==> src/rtl/spi_regif_pkg.sv <==
package spi_regif_pkg;
  localparam int WORD_W      = 16;
  localparam int ADDR_W      = 6;
  localparam int VAL_W       = 8;
  localparam int CTRL_BASE   = 1;
  localparam int GPIO_BASE   = 8;
  localparam int GPIO_STRIDE = 4;
  localparam logic [ADDR_W-1:0] ID_ADDR   = '0;
  localparam logic [ADDR_W-1:0] FIFO_ADDR = '1;

  typedef struct packed {
    logic              rd;
    logic              wr;
    logic [ADDR_W-1:0] sel;
    logic [VAL_W-1:0]  val;
  } cmd_t;
endpackage

==> src/rtl/spi_regif_link.sv <==
module spi_regif_link #(
  parameter int WORD_W      = 16,
  parameter int SYNC_STAGES = 2
) (
  input  logic              clk_i,
  input  logic              rst_ni,
  input  logic              sclk_i,
  input  logic              cs_ni,
  input  logic              mosi_i,
  input  logic [WORD_W-1:0] tx_word_i,
  output logic              miso_o,
  output logic              word_valid_o,
  output logic [WORD_W-1:0] word_o
);
  localparam int CNT_W = $clog2(WORD_W) + 2;
  localparam logic [CNT_W-1:0] CNT_MAX  = '1;
  localparam logic [CNT_W-1:0] CNT_WORD = CNT_W'(WORD_W);

  logic [SYNC_STAGES-1:0] sclk_ff, cs_ff, mosi_ff;
  logic sclk_prev, cs_prev;
  logic sclk_s, cs_s, mosi_s, sclk_rise, sclk_fall, cs_rise;
  logic [CNT_W-1:0]  bit_cnt;
  logic [WORD_W-1:0] rx_sh, tx_sh;

  always_ff @(posedge clk_i or negedge rst_ni) begin
    if (!rst_ni) begin
      sclk_ff   <= '0;
      cs_ff     <= '1;
      mosi_ff   <= '0;
      sclk_prev <= 1'b0;
      cs_prev   <= 1'b1;
    end else begin
      sclk_ff   <= {sclk_ff[SYNC_STAGES-2:0], sclk_i};
      cs_ff     <= {cs_ff[SYNC_STAGES-2:0], cs_ni};
      mosi_ff   <= {mosi_ff[SYNC_STAGES-2:0], mosi_i};
      sclk_prev <= sclk_s;
      cs_prev   <= cs_s;
    end
  end

  assign sclk_s    = sclk_ff[SYNC_STAGES-1];
  assign cs_s      = cs_ff[SYNC_STAGES-1];
  assign mosi_s    = mosi_ff[SYNC_STAGES-1];
  assign sclk_rise = sclk_s & ~sclk_prev;
  assign sclk_fall = ~sclk_s & sclk_prev;
  assign cs_rise   = cs_s & ~cs_prev;

  // select high: reload reply, clear count; select low: shift
  always_ff @(posedge clk_i or negedge rst_ni) begin
    if (!rst_ni) begin
      bit_cnt <= '0;
      rx_sh   <= '0;
      tx_sh   <= '0;
    end else if (cs_s) begin
      bit_cnt <= '0;
      tx_sh   <= tx_word_i;
    end else begin
      if (sclk_rise) begin
        rx_sh   <= {rx_sh[WORD_W-2:0], mosi_s};
        bit_cnt <= (bit_cnt == CNT_MAX) ? bit_cnt : bit_cnt + 1'b1;
      end
      if (sclk_fall) tx_sh <= {tx_sh[WORD_W-2:0], 1'b0};
    end
  end

  assign word_valid_o = cs_rise && (bit_cnt == CNT_WORD);
  assign word_o       = rx_sh;
  assign miso_o       = tx_sh[WORD_W-1];

  // MISO only moves after a falling SCLK while selected
  a_r1_miso_mode0: assert property (@(posedge clk_i) disable iff (!rst_ni)
    (!$past(cs_s) && !$past(sclk_fall)) |-> $stable(miso_o));
  // bit count held at zero while deselected
  a_r9_cnt_idle: assert property (@(posedge clk_i) disable iff (!rst_ni)
    ($past(cs_s) && cs_s) |-> (bit_cnt == '0));
endmodule

==> src/rtl/spi_regif_bank.sv <==
module spi_regif_bank
  import spi_regif_pkg::*;
#(
  parameter int          NUM_CTRL = 4,
  parameter int          NUM_GPIO = 2,
  parameter int          GPIO_W   = 6,
  parameter logic [15:0] ID_VALUE = 16'h5A17
) (
  input  logic                       clk_i,
  input  logic                       rst_ni,
  input  logic                       wr_en_i,
  input  logic [ADDR_W-1:0]          sel_i,
  input  logic [VAL_W-1:0]           wr_data_i,
  input  logic [WORD_W-1:0]          fifo_data_i,
  input  logic [NUM_GPIO*GPIO_W-1:0] gpio_in_i,
  output logic [WORD_W-1:0]          rd_data_o,
  output logic [NUM_CTRL*VAL_W-1:0]  ctrl_o,
  output logic [NUM_GPIO*GPIO_W-1:0] gpio_out_o,
  output logic [NUM_GPIO*GPIO_W-1:0] gpio_oe_o
);
  logic [VAL_W-1:0]  ctrl_rd [NUM_CTRL];
  logic [GPIO_W-1:0] gin_rd  [NUM_GPIO];
  logic [GPIO_W-1:0] gout_rd [NUM_GPIO];
  logic [GPIO_W-1:0] gdir_rd [NUM_GPIO];

  for (genvar i = 0; i < NUM_CTRL; i++) begin : g_ctrl
    localparam logic [ADDR_W-1:0] SEL = ADDR_W'(CTRL_BASE + i);
    logic [VAL_W-1:0] q;
    always_ff @(posedge clk_i or negedge rst_ni) begin
      if (!rst_ni) q <= '0;
      else if (wr_en_i && sel_i == SEL) q <= wr_data_i;
    end
    assign ctrl_o[i*VAL_W +: VAL_W] = q;
    assign ctrl_rd[i] = q;

    a_r3_ctrl_write: assert property (@(posedge clk_i) disable iff (!rst_ni)
      (wr_en_i && sel_i == SEL) |=> (ctrl_o[i*VAL_W +: VAL_W] == $past(wr_data_i)));
  end

  for (genvar p = 0; p < NUM_GPIO; p++) begin : g_gpio
    localparam logic [ADDR_W-1:0] SEL_OUT = ADDR_W'(GPIO_BASE + GPIO_STRIDE*p + 1);
    localparam logic [ADDR_W-1:0] SEL_DIR = ADDR_W'(GPIO_BASE + GPIO_STRIDE*p + 2);
    logic [GPIO_W-1:0] out_q, dir_q, sync1_q, sync2_q;
    always_ff @(posedge clk_i or negedge rst_ni) begin
      if (!rst_ni) begin
        out_q   <= '0;
        dir_q   <= '0;
        sync1_q <= '0;
        sync2_q <= '0;
      end else begin
        sync1_q <= gpio_in_i[p*GPIO_W +: GPIO_W];
        sync2_q <= sync1_q;
        if (wr_en_i && sel_i == SEL_OUT) out_q <= wr_data_i[GPIO_W-1:0];
        if (wr_en_i && sel_i == SEL_DIR) dir_q <= wr_data_i[GPIO_W-1:0];
      end
    end
    assign gpio_out_o[p*GPIO_W +: GPIO_W] = out_q & dir_q;
    assign gpio_oe_o[p*GPIO_W +: GPIO_W]  = dir_q;
    assign gin_rd[p]  = sync2_q;
    assign gout_rd[p] = out_q;
    assign gdir_rd[p] = dir_q;

    a_r8_dir_write: assert property (@(posedge clk_i) disable iff (!rst_ni)
      (wr_en_i && sel_i == SEL_DIR) |=> (gpio_oe_o[p*GPIO_W +: GPIO_W] == $past(wr_data_i[GPIO_W-1:0])));
  end

  always_comb begin
    rd_data_o = '0;
    if (sel_i == ID_ADDR)   rd_data_o = ID_VALUE;
    if (sel_i == FIFO_ADDR) rd_data_o = fifo_data_i;
    for (int i = 0; i < NUM_CTRL; i++)
      if (sel_i == ADDR_W'(CTRL_BASE + i)) rd_data_o = {{(WORD_W-VAL_W){1'b0}}, ctrl_rd[i]};
    for (int p = 0; p < NUM_GPIO; p++) begin
      if (sel_i == ADDR_W'(GPIO_BASE + GPIO_STRIDE*p))     rd_data_o = WORD_W'(gin_rd[p]);
      if (sel_i == ADDR_W'(GPIO_BASE + GPIO_STRIDE*p + 1)) rd_data_o = WORD_W'(gout_rd[p]);
      if (sel_i == ADDR_W'(GPIO_BASE + GPIO_STRIDE*p + 2)) rd_data_o = WORD_W'(gdir_rd[p]);
    end
  end
endmodule

==> src/rtl/spi_regif.sv <==
module spi_regif
  import spi_regif_pkg::*;
#(
  parameter int          NUM_CTRL = 4,
  parameter int          NUM_GPIO = 2,
  parameter int          GPIO_W   = 6,
  parameter logic [15:0] ID_VALUE = 16'h5A17
) (
  input  logic                       clk_i,
  input  logic                       rst_ni,
  input  logic                       sclk_i,
  input  logic                       cs_ni,
  input  logic                       mosi_i,
  output logic                       miso_o,
  input  logic [15:0]                fifo_data_i,
  output logic                       fifo_pop_o,
  output logic [NUM_CTRL*8-1:0]      ctrl_o,
  input  logic [NUM_GPIO*GPIO_W-1:0] gpio_in_i,
  output logic [NUM_GPIO*GPIO_W-1:0] gpio_out_o,
  output logic [NUM_GPIO*GPIO_W-1:0] gpio_oe_o
);
  logic              word_valid;
  logic [WORD_W-1:0] word, rd_data, hold_q;
  logic              wr_en, rd_en, pop_q;
  cmd_t              cmd;

  spi_regif_link #(.WORD_W(WORD_W)) u_link (
    .clk_i        (clk_i),
    .rst_ni       (rst_ni),
    .sclk_i       (sclk_i),
    .cs_ni        (cs_ni),
    .mosi_i       (mosi_i),
    .tx_word_i    (hold_q),
    .miso_o       (miso_o),
    .word_valid_o (word_valid),
    .word_o       (word)
  );

  assign cmd   = cmd_t'(word);
  assign wr_en = word_valid & cmd.wr;
  assign rd_en = word_valid & cmd.rd & ~cmd.wr;  // write wins on a combined word

  spi_regif_bank #(
    .NUM_CTRL (NUM_CTRL),
    .NUM_GPIO (NUM_GPIO),
    .GPIO_W   (GPIO_W),
    .ID_VALUE (ID_VALUE)
  ) u_bank (
    .clk_i       (clk_i),
    .rst_ni      (rst_ni),
    .wr_en_i     (wr_en),
    .sel_i       (cmd.sel),
    .wr_data_i   (cmd.val),
    .fifo_data_i (fifo_data_i),
    .gpio_in_i   (gpio_in_i),
    .rd_data_o   (rd_data),
    .ctrl_o      (ctrl_o),
    .gpio_out_o  (gpio_out_o),
    .gpio_oe_o   (gpio_oe_o)
  );

  always_ff @(posedge clk_i or negedge rst_ni) begin
    if (!rst_ni) begin
      hold_q <= '0;
      pop_q  <= 1'b0;
    end else begin
      pop_q <= rd_en && (cmd.sel == FIFO_ADDR);
      if (word_valid) hold_q <= rd_en ? rd_data : '0;
    end
  end

  assign fifo_pop_o = pop_q;

  a_r5_single_access: assert property (@(posedge clk_i) disable iff (!rst_ni)
    $onehot0({wr_en, rd_en}));
  a_r7_pop_pulse: assert property (@(posedge clk_i) disable iff (!rst_ni)
    fifo_pop_o |=> !fifo_pop_o);
  a_r7_pop_data: assert property (@(posedge clk_i) disable iff (!rst_ni)
    fifo_pop_o |-> (hold_q == $past(fifo_data_i)));
endmodule

==> config.mk <==
export PLATFORM = sky130hd
export DESIGN_NAME = spi_regif
export DESIGN_NICKNAME = d
export VERILOG_FILES = /design/src/rtl/spi_regif_pkg.sv /design/src/rtl/spi_regif_link.sv /design/src/rtl/spi_regif_bank.sv /design/src/rtl/spi_regif.sv
export SDC_FILE = /design/constraint.sdc
export NUM_CORES = 1
export LEC_CHECK = 0
export BUFFER_PORTS_ARGS = -buffer_cell sky130_fd_sc_hd__buf_4
export CAP_MARGIN = 15
export CORE_MARGIN = 1.5
export CORE_UTILIZATION = 55
export CTS_CLUSTER_DIAMETER = 100
export DETAILED_ROUTE_END_ITERATION = 16
export PLACE_DENSITY_LB_ADDON = 0.08
export SYNTH_ARGS = -nofsm -noshare
export SYNTH_HDL_FRONTEND = slang
export SYNTH_SLANG_ARGS = --single-unit
==> constraint.sdc <==
create_clock -name clk_i -period 4.3 [get_ports clk_i]
set_input_delay 0.86 -clock clk_i [delete_from_list [all_inputs] [get_ports clk_i]]
set_output_delay 0.86 -clock clk_i [all_outputs]
set_load 0.01 [all_outputs]
==> impl_metrics.toml <==
[run_status]
outcome = "complete, no violations"

[floorplanning]
core_area_um2 = 10900
dieHeight_um = 109
initial_core_util_pct = 56.8
placementRows = 38
chip_width_um = 109
ios = 91
dieArea_um2 = 11900

[logic_synthesis]
synth.area.top_cells = "sky130_fd_sc_hd__dfrtp_1 (56%), sky130_fd_sc_hd__mux2_2 (13%), sky130_fd_sc_hd__mux2i_1 (2.6%)"
synth-seq-area-share_pct = 57.7
synthesized_net_count = 527
synth_edf_count = 0
synth_area_leader_cell = "sky130_fd_sc_hd__dfrtp_1"
synth_warnings = 0
post-synth-top-area-fraction_pct = 56.4
synth_flop_cell = "sky130_fd_sc_hd__dfrtp_1"
synth.ff_latch_count = 143
post_synth_instance_area_um2 = 6210
postSynthCellCount = 492
syn_area_per_cell_um2 = 12.6
post_synth_num_cell_types = 53
ys_async_rst_share_pct = 100

[global_routing]
grt_pass1_vias = 4480
grt_pass1_wl_um = 23300
grt_use_total_pct = 26.6
grt-ovfl-total = 0
grt_antenna_before_repair = 0
grt_start_max_net_pins = 85

[placement]
placed_area_um2 = 7000
preCtsSetupSlack_ns = 1.38
dp_hpwl_um = 9800
gp_routability_congestion = 0.903
port_buffers = 90
numPlacedInstances = 706

[routing]
routed_wirelength_um = 14500
drt_pass1_iterations = 5
routedWlPerCell_um = 19.6
detailroute.via_count = 4360
final_antenna_net_count = 0
violation_count_after_the_first_detailed_route_iteration = 251
drc_markers = 0
number_of_vias_per_cell_after_detailed_routing = 5.91

[sta]
worst_setup_margin_ns = 1.30
period_share_pct = 69.9
grt_setup_unrepaired = "false"
timing.final.setup_violations = 0
final.hold.worst_slack_ns = 0.347
timing_worst_slew_pin_value_ns = 1.04
slew_viols_final = 0
max_slew_margin_pct = 30.4
worst_clock_skew_ns = 0.00580
achievable-frequency_mhz = 333
min_period_ns = 3.00
finalSetupTns_ns = 0
report.final.hold_viol_count = 0

[clock_tree]
cts_tree = "yes"
clock_tree.buffer_depth = 2
clock_tree.root_cell = "sky130_fd_sc_hd__clkbuf_16"
cts_max_level = 4
clkLatencyLatePin_ns = 0.42
numClockSinks = 143
postCtsSetupRepairBufs = 0
clkSlewWorstSetupHoldPaths_ns = 0.06
number_of_buffers_inserted_by_hold_repair_at_cts = 0
postCtsResizedCells = 0
tritoncts.num_buffers = 17

[critical_path]
type_of_the_worst_setup_path = "flip-flop to flip-flop"
r2r_slack_ns = 1.30
crit_required_ns = 4.61
slowest_stage = "sky130_fd_sc_hd__dfrtp_1"
critPathBufInv = 0
max_incr_delay_on_cp_ns = 0.76
cp-start-kind = "flip-flop"
worstPathCellList = "nor2_1, and3_1, and3_1, mux2_2"
cp-end-kind = "flip-flop"
most_used_cell_along_the_critical_path = "sky130_fd_sc_hd__and3_1"
cp_max_fo = 32
crit_arrival_ns = 3.31
critical_path.top_delay_family = "simple AND/OR/NAND/NOR gates"

[worst_hold_path]
hp-class = "flip-flop to flip-flop"

[pwr]
leakage_nw = 3.62
power_mw = 3.37
cellPowerDensity_nw_per_um2 = 441
worst_ir_drop_vdd_mv = 0.439

[cells_and_area]
finish.cell_count_without_fillers = 738
post_route_cells_drive_above_1_share_pct = 36.8
total_number_of_nets_in_the_final_design = 620
diodes = 0
postLayoutCoreUtil_pct = 69.8
finalInstanceArea_um2 = 7630
syn_to_final_growth_pct = 22.9

[flow_run]
max-cap-violations = 0
[flip-flops by register name, indices dropped and copies added (netlist names)]
register and cells:
u_link.cs_ff 2, u_link.sclk_ff 2, u_bank.g_gpio.out_q 12, u_bank.g_gpio.dir_q 12, u_bank.g_gpio.sync2_q 12, u_link.word_o 16
u_link.cs_prev 1, u_bank.g_gpio.sync1_q 12, u_link.mosi_ff 2, u_link.sclk_prev 1, fifo_pop_o 1, hold_q 16
u_link.tx_sh 16, u_link.bit_cnt 6, u_bank.g_ctrl.q 32
[cells in the final DEF (no fill, tap or decap), types with 10 or more instances in the layout]
cell type                   instances
sky130_fd_sc_hd__a21oi_1           15
sky130_fd_sc_hd__and2_1            11
sky130_fd_sc_hd__buf_4             93
sky130_fd_sc_hd__clkbuf_16         17
sky130_fd_sc_hd__dfrtp_1          140
sky130_fd_sc_hd__mux2_2            72
sky130_fd_sc_hd__mux2i_1           16
sky130_fd_sc_hd__nand2_1           31
sky130_fd_sc_hd__nor2_1            25
sky130_fd_sc_hd__o21ai_0           28
sky130_fd_sc_hd__o22ai_1           10
[path summary, 6_finish.rpt]
path,start,to,cells past startpoint
setup / recovery,u_link.word_o[8],u_bank.g_ctrl[3].q[1],4
hold reg to reg,u_bank.g_gpio[1].sync1_q[1],u_bank.g_gpio[1].sync2_q[1],0
setup reg to reg,u_link.word_o[8],u_bank.g_ctrl[3].q[1],4
min in group asynchronous,rst_ni,u_link.word_o[8],1
hold / removal,u_bank.g_gpio[1].sync1_q[1],u_bank.g_gpio[1].sync2_q[1],0
max in group asynchronous,rst_ni,u_link.word_o[5],2
[cell families (layout without fill, tap and decap cells)]
group / Yosys count / in the layout / synth area share (%)
simple gates: 125 / 125 / 12.1
buf+inv: 24 / 130 / 1.67
compound gates: 103 / 103 / 11.4
fa+ha+maj: 2 / 2 / 0.403
xor+xnor: 5 / 5 / 0.705
flops: 143 / 143 / 57.7
mux: 90 / 90 / 16.0
[layer usage]
| layer | global-route usage [%] | wire length [µm] | share of wire [%] |
|---|---|---|---|
| met3 | 6.81 | 864 | 6.0 |
| met4 | 13.0 | 375 | 2.6 |
| met2 | 41.3 | 7070 | 49 |
| met1 | 34.8 | 6170 | 43 |
| met5 | 0 | 0 | 0 |
[synthesized netlist by cell type (3+ instances only)]
cell,count
sky130_fd_sc_hd__nand2_1,31
sky130_fd_sc_hd__or2_2,3
sky130_fd_sc_hd__nor2b_1,9
sky130_fd_sc_hd__o211a_1,4
sky130_fd_sc_hd__nor2_1,25
sky130_fd_sc_hd__and2_1,11
sky130_fd_sc_hd__a22oi_1,9
sky130_fd_sc_hd__buf_2,5
sky130_fd_sc_hd__a211o_1,4
sky130_fd_sc_hd__o21ai_0,28
sky130_fd_sc_hd__clkbuf_1,13
sky130_fd_sc_hd__mux2_2,72
sky130_fd_sc_hd__a22o_1,9
sky130_fd_sc_hd__nand3_1,7
sky130_fd_sc_hd__a221oi_1,4
sky130_fd_sc_hd__nor3_4,4
sky130_fd_sc_hd__a21oi_1,15
sky130_fd_sc_hd__inv_1,4
sky130_fd_sc_hd__mux2i_1,16
sky130_fd_sc_hd__and3_1,6
sky130_fd_sc_hd__nand2b_1,9
sky130_fd_sc_hd__dfrtp_1,140
sky130_fd_sc_hd__a2bb2oi_1,6
sky130_fd_sc_hd__a221o_1,3
sky130_fd_sc_hd__nor2_2,3
sky130_fd_sc_hd__o22ai_1,10
sky130_fd_sc_hd__xor2_1,4
sky130_fd_sc_hd__dfstp_2,3
[cell type report]
class / count / area, µm²
Clock buffer: 20 / 467
Clock inverter: 12 / 158
Fill cell: 822 / 3310
Inverter: 4 / 15.0
Multi-Input combinational cell: 325 / 2520
Sequential cell: 143 / 3580
Tap cell: 140 / 175
Timing Repair Buffer: 94 / 709
[power breakdown]
group          switching [mW]  internal (mW)
logic                   0.145          0.133
clock network           0.573          0.961
registers               0.147           1.41
(Power assumes the default switching activity.)
